$ cat config.mk
export PLATFORM = sky130hd
export DESIGN_NAME = fsr_top
export DESIGN_NICKNAME = d
export VERILOG_FILES = /design/src/rtl/fsr_pkg.sv /design/src/rtl/fsr_timer.sv /design/src/rtl/fsr_ctrl.sv /design/src/rtl/fsr_rdpath.sv /design/src/rtl/fsr_top.sv
export SDC_FILE = /design/constraint.sdc
export NUM_CORES = 1
export LEC_CHECK = 0
export CORE_MARGIN = 3
export CORE_UTILIZATION = 30
export DETAILED_ROUTE_END_ITERATION = 12
export PLACE_DENSITY = 0.61
export SYNTH_ARGS = -nofsm -noshare
export SYNTH_HDL_FRONTEND = slang
export SYNTH_SLANG_ARGS = --single-unit
$ cat constraint.sdc
create_clock -name clk -period 2.25 [get_ports clk]
set_clock_uncertainty 0.1 [all_clocks]
set_input_delay 0.45 -clock clk [delete_from_list [all_inputs] [get_ports clk]]
set_output_delay 0.45 -clock clk [all_outputs]
set_load 0.02 [all_outputs]
$ cat src/rtl/fsr_pkg.sv
package fsr_pkg;

    typedef enum logic [2:0] {
        ST_IDLE  = 3'd0,
        ST_PROG  = 3'd1,
        ST_PPROT = 3'd2,
        ST_ERASE = 3'd3,
        ST_EPROT = 3'd4,
        ST_SUSP  = 3'd5,
        ST_RSTL  = 3'd6,
        ST_RSTS  = 3'd7
    } fsr_state_e;

    typedef enum logic [2:0] {
        RD_PASS  = 3'd0,
        RD_PROG  = 3'd1,
        RD_ERASE = 3'd2,
        RD_SUSP  = 3'd3,
        RD_BLANK = 3'd4
    } fsr_rdmode_e;

    function automatic int unsigned fsr_max(input int unsigned a, input int unsigned b);
        return (a > b) ? a : b;
    endfunction

endpackage

$ cat src/rtl/fsr_timer.sv
module fsr_timer #(
    parameter int unsigned CW = 8
) (
    input  logic          clk,
    input  logic          rst_n,
    input  logic          load,
    input  logic [CW-1:0] load_val,
    input  logic          run,
    output logic          zero
);

    logic [CW-1:0] cnt_d, cnt_q;

    always_comb begin
        cnt_d = cnt_q;
        if (load) begin
            cnt_d = load_val;
        end else if (run && (cnt_q != '0)) begin
            cnt_d = cnt_q - 1'b1;
        end
    end

    always_ff @(posedge clk or negedge rst_n) begin
        if (!rst_n) begin
            cnt_q <= '0;
        end else begin
            cnt_q <= cnt_d;
        end
    end

    assign zero = (cnt_q == '0);

endmodule

$ cat src/rtl/fsr_ctrl.sv
module fsr_ctrl
    import fsr_pkg::*;
#(
    parameter int unsigned DW      = 16,
    parameter int unsigned SB      = 7,
    parameter int unsigned CW      = 8,
    parameter int unsigned T_PROG  = 40,
    parameter int unsigned T_ERASE = 200,
    parameter int unsigned T_PPROT = 125,
    parameter int unsigned T_EPROT = 18750,
    parameter int unsigned T_RSTL  = 60,
    parameter int unsigned T_RSTS  = 8
) (
    input  logic          clk,
    input  logic          rst_n,
    input  logic          prog_go,
    input  logic          cerase_go,
    input  logic          serase_go,
    input  logic          locked,
    input  logic          susp_req,
    input  logic          rst_req,
    input  logic [DW-1:0] prog_word,
    input  logic          tmr_zero,
    output fsr_state_e    st,
    output logic          tmr_load,
    output logic [CW-1:0] tmr_val,
    output logic          tmr_run,
    output logic          busy,
    output fsr_rdmode_e   rd_mode,
    output logic          stat_bit
);

    localparam logic [CW-1:0] LV_PROG  = CW'(T_PROG  - 1);
    localparam logic [CW-1:0] LV_ERASE = CW'(T_ERASE - 1);
    localparam logic [CW-1:0] LV_PPROT = CW'(T_PPROT - 1);
    localparam logic [CW-1:0] LV_EPROT = CW'(T_EPROT - 1);
    localparam logic [CW-1:0] LV_RSTL  = CW'(T_RSTL  - 1);
    localparam logic [CW-1:0] LV_RSTS  = CW'(T_RSTS  - 1);

    typedef struct packed {
        fsr_state_e st;
        logic       inv;
    } ctrl_t;

    ctrl_t cur_q, nxt_d;
    logic  in_reset;
    logic  any_erase;

    assign in_reset  = (cur_q.st == ST_RSTL) || (cur_q.st == ST_RSTS);
    assign any_erase = cerase_go || serase_go;

    always_comb begin
        nxt_d    = cur_q;
        tmr_load = 1'b0;
        tmr_val  = '0;
        tmr_run  = 1'b0;
        if (rst_req && !in_reset) begin
            // reset wins over every command
            tmr_load = 1'b1;
            if (cur_q.st == ST_IDLE) begin
                nxt_d.st = ST_RSTS;
                tmr_val  = LV_RSTS;
            end else begin
                nxt_d.st = ST_RSTL;
                tmr_val  = LV_RSTL;
            end
        end else begin
            unique case (cur_q.st)
                ST_IDLE: begin
                    if (prog_go) begin
                        tmr_load  = 1'b1;
                        nxt_d.inv = ~prog_word[SB];
                        if (locked) begin
                            nxt_d.st = ST_PPROT;
                            tmr_val  = LV_PPROT;
                        end else begin
                            nxt_d.st = ST_PROG;
                            tmr_val  = LV_PROG;
                        end
                    end else if (any_erase) begin
                        tmr_load = 1'b1;
                        if (locked) begin
                            nxt_d.st = ST_EPROT;
                            tmr_val  = LV_EPROT;
                        end else begin
                            nxt_d.st = ST_ERASE;
                            tmr_val  = LV_ERASE;
                        end
                    end
                end
                ST_ERASE: begin
                    if (susp_req) begin
                        nxt_d.st = ST_SUSP;
                    end else begin
                        tmr_run = 1'b1;
                        if (tmr_zero) begin
                            nxt_d.st = ST_IDLE;
                        end
                    end
                end
                ST_SUSP: begin
                    if (susp_req) begin
                        nxt_d.st = ST_ERASE;
                    end
                end
                default: begin
                    tmr_run = 1'b1;
                    if (tmr_zero) begin
                        nxt_d.st = ST_IDLE;
                    end
                end
            endcase
        end
    end

    always_ff @(posedge clk or negedge rst_n) begin
        if (!rst_n) begin
            cur_q <= '{st: ST_IDLE, inv: 1'b0};
        end else begin
            cur_q <= nxt_d;
        end
    end

    always_comb begin
        busy    = 1'b0;
        rd_mode = RD_PASS;
        unique case (cur_q.st)
            ST_PROG, ST_PPROT: begin
                busy    = 1'b1;
                rd_mode = RD_PROG;
            end
            ST_ERASE, ST_EPROT: begin
                busy    = 1'b1;
                rd_mode = RD_ERASE;
            end
            ST_SUSP: rd_mode = RD_SUSP;
            ST_RSTL: begin
                busy    = 1'b1;
                rd_mode = RD_BLANK;
            end
            ST_RSTS: rd_mode = RD_BLANK;
            default: rd_mode = RD_PASS;
        endcase
    end

    assign st       = cur_q.st;
    assign stat_bit = cur_q.inv;

endmodule

$ cat src/rtl/fsr_rdpath.sv
module fsr_rdpath
    import fsr_pkg::*;
#(
    parameter int unsigned DW = 16,
    parameter int unsigned SB = 7
) (
    input  logic          clk,
    input  logic          rst_n,
    input  logic          rd_strobe,
    input  logic [DW-1:0] array_word,
    input  fsr_rdmode_e   rd_mode,
    input  logic          stat_bit,
    output logic [DW-1:0] rd_word,
    output logic          rd_valid
);

    typedef struct packed {
        logic [DW-1:0] data;
        logic          valid;
    } rd_t;

    rd_t rd_q, rd_d;

    always_comb begin
        rd_d       = rd_q;
        rd_d.valid = rd_strobe;
        if (rd_strobe) begin
            rd_d.data = array_word;
            unique case (rd_mode)
                RD_PROG:  rd_d.data[SB] = stat_bit;
                RD_ERASE: rd_d.data[SB] = 1'b0;
                RD_SUSP:  rd_d.data[SB] = 1'b1;
                RD_BLANK: rd_d.data     = '0;
                default:  rd_d.data     = array_word;
            endcase
        end
    end

    always_ff @(posedge clk or negedge rst_n) begin
        if (!rst_n) begin
            rd_q <= '0;
        end else begin
            rd_q <= rd_d;
        end
    end

    assign rd_word  = rd_q.data;
    assign rd_valid = rd_q.valid;

endmodule

$ cat src/rtl/fsr_top.sv
module fsr_top
    import fsr_pkg::*;
#(
    parameter int unsigned DW      = 16,
    parameter int unsigned SB      = 7,
    parameter int unsigned T_PROG  = 40,
    parameter int unsigned T_ERASE = 200,
    parameter int unsigned T_PPROT = 125,
    parameter int unsigned T_EPROT = 18750,
    parameter int unsigned T_RSTL  = 60,
    parameter int unsigned T_RSTS  = 8
) (
    input  logic          clk,
    input  logic          rst_n,
    input  logic          prog_done_pulse,
    input  logic          chip_erase_pulse,
    input  logic          sector_erase_pulse,
    input  logic          sector_locked,
    input  logic          suspend_req,
    input  logic          reset_req,
    input  logic [DW-1:0] prog_word,
    input  logic          rd_strobe,
    input  logic [DW-1:0] array_word,
    output logic [DW-1:0] rd_word,
    output logic          rd_valid,
    output logic          busy_pull_en
);

    localparam int unsigned T_MAX = fsr_max(fsr_max(fsr_max(T_PROG, T_ERASE),
                                                    fsr_max(T_PPROT, T_EPROT)),
                                            fsr_max(T_RSTL, T_RSTS));
    localparam int unsigned CW = $clog2(T_MAX + 1);

    fsr_state_e    st_w;
    fsr_rdmode_e   mode_w;
    logic          load_w;
    logic [CW-1:0] lval_w;
    logic          run_w;
    logic          zero_w;
    logic          sbit_w;

    fsr_ctrl #(
        .DW(DW), .SB(SB), .CW(CW),
        .T_PROG(T_PROG), .T_ERASE(T_ERASE), .T_PPROT(T_PPROT),
        .T_EPROT(T_EPROT), .T_RSTL(T_RSTL), .T_RSTS(T_RSTS)
    ) ctrl_i (
        .clk      (clk),
        .rst_n    (rst_n),
        .prog_go  (prog_done_pulse),
        .cerase_go(chip_erase_pulse),
        .serase_go(sector_erase_pulse),
        .locked   (sector_locked),
        .susp_req (suspend_req),
        .rst_req  (reset_req),
        .prog_word(prog_word),
        .tmr_zero (zero_w),
        .st       (st_w),
        .tmr_load (load_w),
        .tmr_val  (lval_w),
        .tmr_run  (run_w),
        .busy     (busy_pull_en),
        .rd_mode  (mode_w),
        .stat_bit (sbit_w)
    );

    fsr_timer #(.CW(CW)) timer_i (
        .clk     (clk),
        .rst_n   (rst_n),
        .load    (load_w),
        .load_val(lval_w),
        .run     (run_w),
        .zero    (zero_w)
    );

    fsr_rdpath #(.DW(DW), .SB(SB)) rdpath_i (
        .clk       (clk),
        .rst_n     (rst_n),
        .rd_strobe (rd_strobe),
        .array_word(array_word),
        .rd_mode   (mode_w),
        .stat_bit  (sbit_w),
        .rd_word   (rd_word),
        .rd_valid  (rd_valid)
    );

endmodule

[After elaboration in Yosys (flattened, before gate mapping)]
Index checks and enable logic that the tools add are counted.
Storage, ports and cells
  register bits after elaboration: 36
  bits of input ports: 41
  output and inout bits: 18
  logic and storage cells: 69
Cells by class
  add/sub/neg operators: 1
  eq/ne operators: 13
  mux-type cells: 31
  bitwise gates (word level): 2
  reductions and logical operators: 17
Operators by type and width (count)
  two-way mux 15 bit: 7
  two-way mux 3 bit: 7
  equality test 3 bit (second input constant): 5
  logical NOT 15 bit: 1
  nonzero test 15 bit: 1
  subtractor 15 x 1 -> 15 bit (second input constant): 1
  two-way mux 7 bit: 2
  equality test 3 x 2 -> 1 bit (second input constant): 4
  one-hot mux 3 bit (4 select lines): 1
  OR reduction 2 bit: 5
  one-hot mux 3 bit (3 select lines): 1
  two-way mux 1 bit: 8
  two-way mux 8 bit: 1
  equality test 3 x 1 -> 1 bit (second input constant): 2
  two-way mux 6 bit: 1
  OR reduction 5 bit: 1
  != test 4 x 2 -> 1 bit (second input constant): 1
  logical NOT 3 bit: 1
  != test 3 x 2 -> 1 bit (second input constant): 1
  one-hot mux 1 bit (3 select lines): 1
  AND reduction 3 bit: 1
  logical AND 1 bit: 2
  logical OR 1 bit: 2
  two-way mux 2 bit: 1
  other kinds (5): 6

[Longest topological paths before layout]
  word-level depth: 8
  gate-level depth with buffers: 8
  gate-level depth less buffers: 7

[Hierarchy]
From an unflattened synthesis, not the netlist that was laid out.
Unflattened totals
  cells, all modules: 239
  area, all modules: 2174.6 µm²
Modules (own cells, without submodules)
  fsr_timer: instances 1, cells each 113, area an instance 948.4 µm², sequential area each 375.4 µm²
  fsr_rdpath: instances 1, cells each 44, area an instance 658.1 µm², sequential area each 425.4 µm²
  fsr_ctrl: instances 1, cells each 82, area an instance 568.0 µm², sequential area each 100.1 µm²

[Least setup slack after synthesis]
OpenSTA, ideal clock, no wires.
  kind: register to register
  start: reg timer_i.cnt_q[0]
  end: reg ctrl_i.cur_q, in the netlist ctrl_i.st[0]
  library setup time: 130 ps
  arrival: 2133 ps
  data required time: 2020 ps
  slack: -113 ps
  stages on the path, launching flop included: 8
  path buffers: 0
  clock period less this slack: 2363 ps
  cells stage by stage: dfrtp_1 -> inv_1 -> ha_1 -> or3b_4 -> or4_4 -> or3_1 -> a41oi_1 -> o32ai_1
Between the ends
  cells in the longest elaborated chain, start to end: 5
RTL lines
  from (decl): line fsr_timer.sv:12  | logic [CW-1:0] cnt_d, cnt_q;
  from (signal assigned): line fsr_timer.sv:27  | cnt_q <= cnt_d;
  logical NOT 15 bit *: line fsr_timer.sv:31  | assign zero = (cnt_q == '0);
  two-way mux 3 bit *
  two-way mux 3 bit
  one-hot mux 3 bit (3 select lines) *
  two-way mux 3 bit *
  to (signal assigned): line fsr_ctrl.sv:118  | cur_q <= '{st: ST_IDLE, inv: 1'b0};
  to (signal assigned): line fsr_ctrl.sv:120  | cur_q <= nxt_d;
  to (decl): line fsr_ctrl.sv:45  | ctrl_t cur_q, nxt_d;
Every way passes the cells marked *; elsewhere a longest branch is shown, timed or not.
A chain may end at the register's enable or synchronous reset.

[Worst setup path in the final report]
  start: reg timer_i.cnt_q[0]
  end: reg timer_i.cnt_q[8]
Between the ends
  cells in the longest elaborated chain, start to end: 3
  elaborated cells on any way between the ends: 6
  classes of those cells: 1 x add/sub; 2 x mux; 3 x reduce/logical
RTL lines
  subtractor 15 x 1 -> 15 bit or nonzero test 15 bit (tied branches): line fsr_timer.sv:19, fsr_timer.sv:18
  two-way mux 15 bit or logical AND 1 bit (tied branches): line fsr_timer.sv:18  | end else if (run && (cnt_q != '0)) begin
  two-way mux 15 bit or nonzero test 2 bit (tied branches)
Parallel ways exist; a longest one is shown, timed or not. The select of a mux whose other input is x is not followed.

==> flow_summary.ini <==
[global_route]
total_congestion_overflow_after_global_routing = 0
antenna_found_initial = 0
grt_util_all_layers_pct = 14.6
pin_count_of_the_biggest_net_entering_global_routing = 19
grt_pass1_wl_um = 9120
grt_pass1_vias = 1887

[floorplanning]
core-area_um2 = 6570
placement_rows = 29
die_w_um = 89.5
fp.dieH_um = 89.5
floorplan.initialDensity_pct = 31.8
ports_placed_on_the_boundary = 59
design.die.area_um2 = 8010

[power]
total_leakage_power_uw = 0.00135
max_rail_drop_vdd_mv = 0.422
pwr_density_cell_nw_per_um2 = 1200

[layout]
final.fill_count = 638
area_growth_syn_to_layout_pct = 49.7
diodes = 0
drive_above_1_share_pct = 27.1
final_cell_area_um2 = 3130
nNetsFinal = 367
layout.cells.non_filler = 418

[clock_tree]
clkSlewWorstSetupHoldPaths_ps = 80
tritoncts = built
clock-sinks = 36
cts_made_buffers = 5
cts.htree.levels = 2
max-clock-path-buffers = 2
clock-root-buffer = sky130_fd_sc_hd__clkbuf_8
insertion_delay_ps = 290

[drt]
route.detailed.wl_per_inst_um = 13.5
drtPass1Iterations = 4
drtAntennaViolNets = 0
detailedRoute.firstIterationViolations = 92
route.detailed.vias_per_inst = 4.83
postRouteWirelength_um = 5640
dr_total_vias = 2021
drc = 0

[worst_setup_path]
endpoint_kind = flop
worst-endpoint-arrival_ps = 2430
worst-setup-path-type = flop to flop
critical_path_peak_fanout = 9
startpoint_type = flop
crit_required_ps = 2380

[logic_synthesis]
synthCells = 238
number_of_enable_flip_flop_cells_after_synthesis = 0
yosys-top-cells-area = sky130_fd_sc_hd__dfrtp_1, sky130_fd_sc_hd__a21oi_1, sky130_fd_sc_hd__o21ai_0, sky130_fd_sc_hd__nand2_1, sky130_fd_sc_hd__inv_1
synth_cell_types = 59
yosys_register_bits = 36
netlist_area_um2 = 2090
synth_top_area_share_pct = 43.1
asyncSetResetFlopFracSynth_pct = 100
synth_commonest_cells = sky130_fd_sc_hd__dfrtp_1, sky130_fd_sc_hd__nand2_1, sky130_fd_sc_hd__inv_1
dominantRegCellSynth = sky130_fd_sc_hd__dfrtp_1
sequential_area_share_after_synthesis_pct = 43.1
synthesis.nets = 281
yosysWarningCount = 0
synth_area_leader_cell = sky130_fd_sc_hd__dfrtp_1
synthMostInstantiatedCell = sky130_fd_sc_hd__dfrtp_1
synthesis.area_per_instance_um2 = 8.78

[sta]
post-route-min-period_ps = 2310
hold-worst-slack_ps = 423
slew_headroom_pct = 74.9
timing.final.crit_share_pct = 102
worst-slew-pin-transition_ps = 376
finalWorstSetupSlack_ps = -55.9
rsz0062_at_grt = true
final_max_slew_viol_count = 0
timing.final.setup_violations = 5
max_freq_ghz = 0.434
hold_viol_final = 0

[run_status]
outcome = finished, violations left
failed_checks = setup timing

[place]
weighted_congestion_reported_at_the_end_of_routability_driven_placement = 0.861
placed_cell_area_um2 = 2900
placed_cells_incl_taps = 405
io_buffers = 43
detailedPlacementHpwl_um = 4280

[job]
maxCapViolations = 0

[worst_hold_path]
hold_path_class = flop to flop
## where the power goes
part           leakage, uW  internal [uW]  switching (uW)  total (uW)
clock network    0.0000541            328             254         582
logic             0.000836           1020            1080        2100
registers         0.000461            867             202        1070
total              0.00135           2220            1530        3750
## repair_timing
| item | in CTS | in global routing |
|---|---|---|
| endpoints found under the hold margin | 12 | 0 |
| endpoints found under the setup margin | 16 | 16 |
| gates resized for setup | 11 | 5 |
| buffers inserted | 4 | 0 |
| cloned | 0 | 0 |
| pin swaps | 6 | 5 |
| hold buffers | 1 | 0 |
## metrics by stage
| stage | setup slack [ps] | utilization (%) | power [uW] | setup TNS, ps |
|---|---|---|---|---|
| global route | -116 | 47.7 | 4050 | -1030 |
| global placement | -209 | 44.2 | 2980 | -1660 |
| CTS | -46.9 | 47.3 | 3720 | -92.3 |
| detailed placement | -209 | 44.2 | 3000 | -1710 |
| floorplan | -50.5 | - | 2230 | -108 |
| finish | -55.9 | 47.7 | 3750 | -126 |
## sequential cells by signal (all words and copies together) (netlist names)
| name | count |
|---|---|
| ctrl_i.stat_bit | 1 |
| ctrl_i.st | 3 |
| timer_i.cnt_q | 15 |
| rdpath_i.rd_valid | 1 |
| rdpath_i.rd_word | 16 |
## placed cells by master (no fill, tap or decap), drive strengths merged, types with 2 or more instances in the layout
cell | synthesis | routed
o2bb2ai | 2 | 2
a21oi | 19 | 19
or2 | 3 | 3
a22oi | 2 | 2
a21boi | 2 | 2
nor3 | 12 | 12
o22a | 3 | 3
clkbuf | 10 | 5
or4 | 3 | 3
nor4 | 3 | 3
or3 | 6 | 6
a21o | 2 | 2
dfrtp | 36 | 36
nand3 | 5 | 5
o31ai | 2 | 2
o21ai | 20 | 20
a41oi | 2 | 2
a2bb2oi | 2 | 2
ha | 2 | 2
a311oi | 2 | 2
nand2b | 3 | 3
clkdlybuf4s50 | 0 | 41
nand2 | 26 | 26
a31oi | 3 | 3
nor2 | 17 | 17
o22ai | 3 | 3
mux2i | 2 | 2
buf | 3 | 49
inv | 22 | 22
o32ai | 2 | 2
## critical path, stage by stage, from the launching register on
cell	delay, ps
sky130_fd_sc_hd__dfrtp_1	390
sky130_fd_sc_hd__inv_2	80
sky130_fd_sc_hd__ha_4	130
sky130_fd_sc_hd__or3b_4	370
sky130_fd_sc_hd__or4_4	460
sky130_fd_sc_hd__o21a_2	310
sky130_fd_sc_hd__a41oi_2	210
sky130_fd_sc_hd__o22a_1	180
## kinds of logic after synthesis
logic type      Yosys count  share of synthesized area (%)
simple gates             85                           21.4
compound gates           77                           25.1
flops                    36                           43.1
buf+inv                  35                           7.72
mux                       3                           1.50
fa+ha+maj                 2                           1.20
## layer usage
| layer | wire, um | GRT usage (%) | share of wire, % | vias to the layer above |
|---|---|---|---|---|
| met5 | 0 | 0 | 0 | - |
| met4 | 70 | 4.33 | 1.2 | 0 |
| met2 | 2740 | 21.6 | 49 | 32 |
| met3 | 162 | 2.58 | 2.9 | 7 |
| li1 | - | - | - | 1027 |
| met1 | 2670 | 21.5 | 47 | 955 |
## path summary, 6_finish.rpt
check	cells after the start	end	startpoint	slack, ps
min in group asynchronous	2	timer_i.cnt_q[13]	rst_n	470
max reg2reg	7	timer_i.cnt_q[8]	timer_i.cnt_q[0]	-60
min	2	rdpath_i.rd_word[14]	rdpath_i.rd_word[14]	420
max in group asynchronous	3	rdpath_i.rd_word[0]	rst_n	1080
max	7	timer_i.cnt_q[8]	timer_i.cnt_q[0]	-60
min reg2reg	2	rdpath_i.rd_word[14]	rdpath_i.rd_word[14]	420
## layout make-up
cell class | instances | area [um2] | share of cell area, %
clock buffer | 5 | 68.8 | 2.20
inverter | 22 | 82.6 | 2.64
multi-input combinational | 167 | 1100 | 35.3
timing repair buffer | 92 | 815 | 26.0
tap | 93 | 116 | 3.72
clock inverter | 3 | 42.5 | 1.36
sequential | 36 | 901 | 28.8
Power figures use the tool's default switching activity.
